File: src/rtl/tri_op_alu_pkg.sv
package tri_op_alu_pkg;

    typedef enum logic [3:0] {
        OP_ADDIS = 4'd0,
        OP_ADDI  = 4'd1,
        OP_ADDS  = 4'd2,
        OP_ADD   = 4'd3,
        OP_ADC   = 4'd4,
        OP_SUB   = 4'd5,
        OP_SBC   = 4'd6,
        OP_AND   = 4'd7,
        OP_OR    = 4'd8,
        OP_XOR   = 4'd9,
        OP_CMP   = 4'd10,
        OP_CADD  = 4'd11,
        OP_RRCI  = 4'd12,
        OP_RRC   = 4'd13
    } op_e;

    typedef enum logic [2:0] {
        CC_ALWAYS = 3'd0,
        CC_Z      = 3'd1,
        CC_NZ     = 3'd2,
        CC_C      = 3'd3,
        CC_NC     = 3'd4,
        CC_N      = 3'd5,
        CC_NN     = 3'd6,
        CC_V      = 3'd7
    } cc_e;

    typedef struct packed {
        logic z;
        logic c;
        logic n;
        logic v;
    } flags_t;

    function automatic logic cond_true(input logic [2:0] sel, input flags_t f);
        case (cc_e'(sel))
            CC_ALWAYS: return 1'b1;
            CC_Z:      return f.z;
            CC_NZ:     return !f.z;
            CC_C:      return f.c;
            CC_NC:     return !f.c;
            CC_N:      return f.n;
            CC_NN:     return !f.n;
            default:   return f.v;
        endcase
    endfunction

endpackage

File: src/rtl/tri_op_addsub.sv
module tri_op_addsub #(
    parameter int DW = 16
) (
    input  logic [DW-1:0] a,
    input  logic [DW-1:0] b,
    input  logic          cin,
    input  logic          sub,
    output logic [DW-1:0] sum,
    output logic          cout,
    output logic          ovf
);
    logic [DW-1:0] b_eff;
    logic          c_eff;
    logic          co_raw;

    // Subtraction as a + ~b + ~borrow; carry-out inverted back into a borrow.
    always_comb begin
        b_eff = sub ? ~b : b;
        c_eff = sub ? ~cin : cin;
        {co_raw, sum} = {1'b0, a} + {1'b0, b_eff} + {{DW{1'b0}}, c_eff};
        cout = sub ? ~co_raw : co_raw;
        ovf  = (a[DW-1] == b_eff[DW-1]) && (sum[DW-1] != a[DW-1]);
    end
endmodule

File: src/rtl/tri_op_rotr.sv
module tri_op_rotr #(
    parameter int DW   = 16,
    parameter int CNTW = $clog2(DW)
) (
    input  logic [DW-1:0]   din,
    input  logic [CNTW-1:0] cnt,
    output logic [DW-1:0]   dout,
    output logic            cout
);
    logic [2*DW-1:0] wide;

    always_comb begin
        wide = {din, din} >> cnt;
        dout = wide[DW-1:0];
        cout = din[cnt];
    end
endmodule

File: src/rtl/tri_op_alu.sv
module tri_op_alu
    import tri_op_alu_pkg::*;
#(
    parameter int              DW       = 16,
    parameter int              IMMW     = 4,
    parameter int              DSTW     = 4,
    parameter logic [DSTW-1:0] VOID_DST = {DSTW{1'b1}}
) (
    input  logic            clk,
    input  logic            rst,
    input  logic            op_valid,
    input  logic [3:0]      op_code,
    input  logic [DSTW-1:0] dst_code,
    input  logic [2:0]      cond_sel,
    input  logic [IMMW-1:0] imm_in,
    input  logic [DW-1:0]   opnd_y,
    input  logic [DW-1:0]   opnd_x,
    output logic [DW-1:0]   res_q,
    output logic            res_we,
    output logic [3:0]      flags_q
);
    localparam int CNTW = $clog2(DW);

    op_e           op;
    flags_t        fl;
    flags_t        nxt_fl;
    logic [DW-1:0] imm_sx;
    logic [DW-1:0] add_b;
    logic          add_sub;
    logic          add_cin;
    logic [DW-1:0] add_sum;
    logic          add_co;
    logic          add_ov;
    logic [CNTW-1:0] rot_n;
    logic [DW-1:0] rot_out;
    logic          rot_co;
    logic [DW-1:0] nxt_res;
    logic          known;

    assign op      = op_e'(op_code);
    assign imm_sx  = {{(DW-IMMW){imm_in[IMMW-1]}}, imm_in};
    assign flags_q = fl;

    // Operand steering for the shared adder and the rotator.
    always_comb begin
        add_b   = opnd_x;
        add_sub = 1'b0;
        add_cin = 1'b0;
        rot_n   = opnd_x[CNTW-1:0];
        case (op)
            OP_ADDIS, OP_ADDI: add_b = imm_sx;
            OP_ADC:            add_cin = fl.c;
            OP_SUB, OP_CMP:    add_sub = 1'b1;
            OP_SBC: begin
                add_sub = 1'b1;
                add_cin = fl.c;
            end
            OP_CADD:           add_b = cond_true(cond_sel, fl) ? opnd_x : '0;
            OP_RRCI:           rot_n = imm_sx[CNTW-1:0];
            default: ;
        endcase
    end

    tri_op_addsub #(.DW(DW)) u_addsub (
        .a    (opnd_y),
        .b    (add_b),
        .cin  (add_cin),
        .sub  (add_sub),
        .sum  (add_sum),
        .cout (add_co),
        .ovf  (add_ov)
    );

    tri_op_rotr #(.DW(DW), .CNTW(CNTW)) u_rotr (
        .din  (opnd_y),
        .cnt  (rot_n),
        .dout (rot_out),
        .cout (rot_co)
    );

    // Result selection and flag update.
    always_comb begin
        nxt_res = opnd_y;
        nxt_fl  = fl;
        known   = 1'b1;
        case (op)
            OP_ADDIS, OP_ADDS, OP_CADD: nxt_res = add_sum;
            OP_ADDI, OP_ADD, OP_ADC, OP_SUB, OP_SBC, OP_CMP: begin
                if (op != OP_CMP) nxt_res = add_sum;
                nxt_fl.z = (add_sum == '0);
                nxt_fl.c = add_co;
                nxt_fl.n = add_sum[DW-1];
                nxt_fl.v = add_ov;
            end
            OP_AND, OP_OR, OP_XOR: begin
                if (op == OP_AND)     nxt_res = opnd_y & opnd_x;
                else if (op == OP_OR) nxt_res = opnd_y | opnd_x;
                else                  nxt_res = opnd_y ^ opnd_x;
                nxt_fl.z = (nxt_res == '0);
                nxt_fl.c = 1'b0;
                nxt_fl.n = nxt_res[DW-1];
                nxt_fl.v = 1'b0;
            end
            OP_RRC, OP_RRCI: begin
                nxt_res  = rot_out;
                nxt_fl.z = (rot_out == '0);
                nxt_fl.c = rot_co;
                nxt_fl.n = rot_out[DW-1];
                nxt_fl.v = 1'b0;
            end
            default: known = 1'b0;
        endcase
    end

    always_ff @(posedge clk) begin
        if (rst) begin
            res_q  <= '0;
            res_we <= 1'b0;
            fl     <= '0;
        end else begin
            res_we <= op_valid && known && (dst_code != VOID_DST);
            if (op_valid) begin
                res_q <= nxt_res;
                fl    <= nxt_fl;
            end
        end
    end
endmodule

File: config.mk
export PLATFORM = sky130hd
export DESIGN_NAME = tri_op_alu
export DESIGN_NICKNAME = d
export VERILOG_FILES = /design/src/rtl/tri_op_alu_pkg.sv /design/src/rtl/tri_op_addsub.sv /design/src/rtl/tri_op_rotr.sv /design/src/rtl/tri_op_alu.sv
export SDC_FILE = /design/constraint.sdc
export NUM_CORES = 1
export LEC_CHECK = 0
export BUFFER_PORTS_ARGS = -buffer_cell sky130_fd_sc_hd__buf_2
export CORE_UTILIZATION = 39
export CTS_BUF_LIST = sky130_fd_sc_hd__clkbuf_8 sky130_fd_sc_hd__clkbuf_16
export CTS_CLUSTER_SIZE = 24
export DETAILED_ROUTE_END_ITERATION = 10
export PLACE_DENSITY = 0.69
export SYNTH_ARGS = -nofsm -noshare
export SYNTH_HDL_FRONTEND = slang
export SYNTH_HIERARCHICAL = 1
export SYNTH_SLANG_ARGS = --single-unit
File: constraint.sdc
create_clock -name clk -period 15.6 [get_ports clk]
set_clock_uncertainty 0.1 [all_clocks]
set_input_delay 1.56 -clock clk [delete_from_list [all_inputs] [get_ports clk]]
set_output_delay 1.56 -clock clk [all_outputs]
set_load 0.01 [all_outputs]
---- Yosys cells after proc, flatten, opt, wreduce, memory -nomap -nowiden ----
Cells that the tools add are included.
storage, ports and cells
  output and inout port bits .............. 21
  flip-flop bits (word level) ............. 21
  logic and storage cells ................. 79
  input bits .............................. 50
operators by class
  reductions and logical operators ........ 21
  muxes and demuxes ....................... 19
  eq/ne operators ......................... 23
  magnitude comparators ................... 1
  bitwise gates (word level) .............. 6
  shift operators ......................... 1
  add/sub/neg operators ................... 2
operator list
  kind                                                                   count
  16-bit 2-to-1 mux                                                      6
  16-bit case mux with 4 select lines                                    1
  16-bit zero test                                                       3
  16-bit case mux with 2 select lines                                    1
  32-bit by 4-bit >> shifter with 16-bit output                          1
  4-bit equality test, second input constant                             6
  16-bit by 16-bit adder with 17-bit output                              1
  17-bit by 1-bit adder with 17-bit output                               1
  16-bit AND                                                             1
  4-bit by 3-bit equality test with 1-bit output, second input constant  4
  16-bit NOT                                                             1
  16-bit bitwise OR                                                      1
  16-bit XOR                                                             1
  14-bit OR reduction                                                    1
  4-bit case mux with 3 select lines                                     1
  3-bit equality test, second input constant                             3
  3-bit OR reduction                                                     3
  4-bit by 2-bit equality test with 1-bit output, second input constant  2
  4-bit != test, second input constant                                   2
  1-bit 2-to-1 mux                                                       7
  1-bit case mux with 7 select lines                                     1
  3-bit by 2-bit equality test with 1-bit output, second input constant  2
  2-bit OR reduction                                                     3
  6-bit OR reduction                                                     1
  14 further kinds                                                       19

---- Longest topological paths before layout ----
  depth after elaboration ................. 12
  mapped depth ............................ 21
  mapped depth without buffers ............ 20

---- By module ----
Netlist, hierarchy kept.
by module, submodules not included
  module         cells each  sequential area each (µm²)  instances  area an instance (µm²)
  tri_op_alu     373         420.4                       1          2690.1
  tri_op_addsub  108         0.0                         1          863.3
  tri_op_rotr    41          0.0                         1          832.0

---- Worst setup path before layout ----
OpenSTA, ideal clock, no wires.
  kind .................................... input port to flip-flop
  start point ............................. input op_code[3]
  end point ............................... register fl (netlist bit flags_q[3])
  stages on the path ...................... 19
  required time ........................... 15.416 ns
  arrival ................................. 5.817 ns
  setup slack ............................. 9.599 ns
  path buffers ............................ 3
  setup time .............................. 0.084 ns
  path through ............................ and3b_1 clkbuf_1 mux2_2 clkbuf_1 buf_1 xor2_1 fa_1 fa_1 a21oi_1 o211ai_1 a221o_1 nor2_1 o21ba_2 xnor2_1 nor4_1 nand4_1 or3_1 a21o_1 o31ai_2
between the ends
  elaborated cells between the ends (all ways) .. 39
  those cells by class .................... 2 x add/sub; 12 x eq/ne; 1 x shift; 10 x mux; 2 x bitwise; 12 x reduce/logical
RTL lines
  element                                                                                       line                 RTL
  start: declaration                                                                            tri_op_alu.sv:12     input logic [3:0] op_code,
  4-bit by 3-bit equality test with 1-bit output / 4-bit equality test (equally long branches)  tri_op_alu.sv:50     case (op)
  3-bit OR reduction (no source line) (*)                                                       -
  1-bit 2-to-1 mux (*)                                                                          tri_op_alu.sv:50
  named net add_sub                                                                             tri_op_alu.sv:29     logic add_sub;
  16-bit 2-to-1 mux                                                                             tri_op_addsub.sv:18  b_eff = sub ? ~b : b;
  16-bit by 16-bit adder with 17-bit output                                                     tri_op_addsub.sv:20  {co_raw, sum} = {1'b0, a} + {1'b0, b_eff} + {{DW{1'b0}}, c_eff};
  17-bit by 1-bit adder with 17-bit output (*)                                                  tri_op_addsub.sv:20
  named net add_sum[14]                                                                         tri_op_alu.sv:31     logic [DW-1:0] add_sum;
  16-bit zero test (*)                                                                          tri_op_alu.sv:90     nxt_fl.z = (add_sum == '0);
  4-bit case mux with 3 select lines (*)                                                        tri_op_alu.sv:86     case (op)
  end signal: assignment                                                                        tri_op_alu.sv:124    fl <= nxt_fl;
  end: declaration                                                                              tri_op_alu.sv:25     flags_t fl;
Mark *: on every way through the listed nets, which the timed path passes. The rest lies on a longest branch. The select of a mux whose other input is x is not followed.
A chain may end at the register's enable or synchronous reset.

---- Worst setup path after layout ----
  start point ............................. input op_code[1]
  end point ............................... register fl (netlist bit flags_q[3])
between the ends
  word-level cells in the longest chain between the ends .. 9
  elaborated cells between the ends (all ways) .. 39
  those cells by class .................... 2 x add/sub; 12 x eq/ne; 1 x shift; 10 x mux; 2 x bitwise; 12 x reduce/logical
ends and longest elaborated chain
  element                                                                                   line                 RTL
  4-bit by 1-bit equality test with 1-bit output / 4-bit zero test (equally long branches)  tri_op_alu.sv:50
  2-bit OR reduction                                                                        tri_op_alu.sv:50
  16-bit case mux with 2 select lines (*)                                                   tri_op_alu.sv:50
  named net add_b[0]                                                                        tri_op_alu.sv:28     logic [DW-1:0] add_b;
  16-bit NOT                                                                                tri_op_addsub.sv:18
  16-bit 2-to-1 mux (*)                                                                     tri_op_addsub.sv:18
  16-bit by 16-bit adder with 17-bit output (*)                                             tri_op_addsub.sv:20
  17-bit by 1-bit adder with 17-bit output (*)                                              tri_op_addsub.sv:20
  named net add_sum[14]                                                                     tri_op_alu.sv:31
  16-bit zero test (*)                                                                      tri_op_alu.sv:90
  4-bit case mux with 3 select lines (*)                                                    tri_op_alu.sv:86
Marked as above.

==> results.cfg <==
[clock_tree]
htree_num_levels = 1
postCtsSetupRepairBufs = 0
clk_pin_slew_ps = 80
cts_root_buf = clkbuf_8
numCtsBuffers = 3
clkSinkCount = 21
cts_resized = 0
hold_buffers = 0
clock_latency_ps = 270
cts_buffer_depth = 2
cts_tree = done

[global_route]
grt_pass1_vias = 4240
grt_max_degree = 35
antenna_found_initial = 1
grt.overflow.total = 0
grt_pass1_wl_um = 24000
grtUsageTotal = 0.272

[logic_synthesis]
synth_nets = 621
synth.distinct_cells = 67
syn-cell-area_um2 = 4390
yosys_register_bits = 21
synth-edff-count = 0
synth-warning-count = 6
dominantRegCellSynth = dfxtp_1
synthCells = 522
seq_area_frac_synth = 0.0959
async_flop_share = 0
avgSynthCellArea_um2 = 8.40

[timing]
final-max-slew-violation-count = 0
layout_min_cycle_time_ps = 6350
setup_viol = 0
worst_slew_pin_slew_ps = 1200
setup_tns_ps = 0
finalHoldViolations = 0
min_period_over_period = 0.407
rsz0062_at_grt = false
fmax_mhz = 158
maxSlewHeadroom = 0.200

[hold_path]
hp-class = flop to flop

[placement]
placedCellCount = 704
place_congestion = 1.05
port_buffers = 70
dp_hpwl_um = 12200

[die]
core_area_um2 = 10900
start_util = 0.403
dieArea_um2 = 11700
rows = 38
die_h_um = 108
ios = 71
die_w_um = 108

[flow_run]
max_cap_viol_count = 0

[critical_path]
worst-endpoint-required_ps = 15690
cp_max_fo = 22
crit_type = primary input to flop
critPathLaunchType = primary input
end_kind = flop
cp.arrival_ps = 6440

[finish]
area_delta_synth_final_pct = 9.96
fin_cells = 708
layout.nets = 668
postLayoutCoreUtil = 0.443
drive_gt1_frac = 0.206
antenna_cells = 0

[pwr]
p_per_area_nw_per_um2 = 64.1
p_leak_nw = 2.25
ir_drop_mv = 0.0474

[route]
vias = 4526
vias_per_cell = 6.39
wl_um = 15600
drc_errors = 0
wl_per_cell_um = 22.1
drtAntennaViolNets = 0
drt_iter0_markers = 468
first_pass_iters = 5

[run_status]
status = finished clean
state kept, by name, summed over array words and instances (netlist names):
signal	count
flags_q	4
res_q	16
res_we	1
synthesized netlist by cell type (3+ instances only):
master	number	area, µm²
nand2_1	45	169
and3_1	3	18.8
nor2_1	37	139
nor2b_1	6	37.5
a211oi_1	11	82.6
nand2b_1	4	25.0
mux2i_1	4	40.0
xor2_1	26	228
o21ai_1	4	20.0
a31oi_1	8	50.1
o211ai_1	16	120
inv_1	36	135
a21o_1	21	158
a22oi_1	17	128
buf_1	3	11.3
xnor2_1	6	52.6
nand3_1	5	25.0
mux4_2	20	450
dfxtp_1	21	420
nor3_1	13	65.1
mux4_1	12	315
nor4_1	9	56.3
a221oi_1	7	61.3
a21oi_1	32	160
a221o_1	3	30.0
ha_1	47	588
o21ai_0	22	110
nand4_1	4	25.0
buf_6	3	33.8
a2bb2oi_1	4	35.0
clkbuf_1	16	60.1
a22o_1	3	26.3
buf_2	11	55.1
where the power goes:
group	leakage (nW)	internal, mW	switching [mW]	total [mW]
Combinational	2.05	0.0853	0.123	0.209
Sequential	0.174	0.0592	0.00344	0.0627
Clock	0.0255	0.0179	0.0196	0.0375
Total	2.25	0.162	0.146	0.309
cell type report:
type,instances,area [µm²]
flip-flops and latches,21,420
inverters,37,139
fillers,1116,6070
multi-input cells,429,3640
repair buffers,77,403
clock inverters,1,5.00
well taps,140,175
clock buffers,3,41.3
path summary, 6_finish.rpt:
kind	startpoint	to	slack [ps]	depth (start not counted)
min reg2reg	res_q[8]	res_q[8]	380	2
max	op_code[1]	flags_q[3]	9250	18
min	res_q[8]	res_q[8]	380	2
max reg2reg	flags_q[3]	flags_q[3]	10190	20
through the flow:
stage / worst slack [ps] / hold slack (ps) / cell area, µm² / power [mW]
finish: 9250 / 379 / 4820 / 0.309
CTS: 9350 / 377 / 4820 / 0.304
global route: 8880 / 398 / 4820 / 0.328
global placement: 9100 / 362 / 4780 / 0.265
floorplan: 9600 / 395 / 4390 / 0.207
detailed placement: 9090 / 362 / 4780 / 0.267
placed cells by master, fill, tap and decap left out, types with 3 or more instances in the layout:
| cell | count |
|---|---|
| dfxtp_1 | 21 |
| mux2i_1 | 4 |
| a21oi_1 | 32 |
| nor3_1 | 13 |
| nand2_1 | 45 |
| a21o_1 | 21 |
| a22oi_1 | 17 |
| nor2b_1 | 6 |
| buf_4 | 7 |
| nand4_1 | 4 |
| clkbuf_8 | 3 |
| mux4_1 | 12 |
| o211ai_1 | 16 |
| o21ai_0 | 18 |
| o21ai_1 | 8 |
| nor4_1 | 9 |
| a221o_1 | 3 |
| inv_1 | 36 |
| nand2b_1 | 4 |
| and3_1 | 3 |
| xor2_1 | 26 |
| ha_1 | 47 |
| buf_2 | 70 |
| mux4_2 | 20 |
| nor2_1 | 37 |
| a31oi_1 | 8 |
| a221oi_1 | 7 |
| a22o_1 | 3 |
| xnor2_1 | 6 |
| a2bb2oi_1 | 4 |
| nand3_1 | 5 |
| a211oi_1 | 11 |
worst max-delay path, stage by stage:
cell and delay [ps]:
buf_2 240, nor3_1 700, nor2_1 480, a22o_1 310
xor2_1 160, fa_1 470, fa_1 420, a21oi_1 200
o211ai_1 190, a221o_1 390, nor2_1 130, o21ba_2 150
xnor2_1 90, nor4_1 280, nand4_1 120, or3_1 320
a21o_1 170, o31ai_2 50
layer usage:
| layer | vias up | GRT usage | share of wire | wire length [µm] |
|---|---|---|---|---|
| met2 | 242 | 0.439 | 0.44 | 6920 |
| met1 | 2150 | 0.369 | 0.43 | 6760 |
| li1 | 2085 | - | - | - |
| met5 | - | 0 | 0.00083 | 13 |
| met4 | 2 | 0.0978 | 0.033 | 521 |
| met3 | 47 | 0.0368 | 0.090 | 1400 |
kinds of logic (layout without fill, tap and decap cells):
family / count (synthesis) / in the layout / synth area share
AOI/OAI and AO/OA: 168 / 168 / 0.272
and+or+nand+nor: 140 / 140 / 0.157
buffers and inverters: 72 / 118 / 0.0745
adders and majority gates: 49 / 49 / 0.143
muxes: 40 / 40 / 0.194
xor gates and xnor gates: 32 / 32 / 0.0639
DFF: 21 / 21 / 0.0959
No activity file was read; power rests on OpenSTA's default activity.
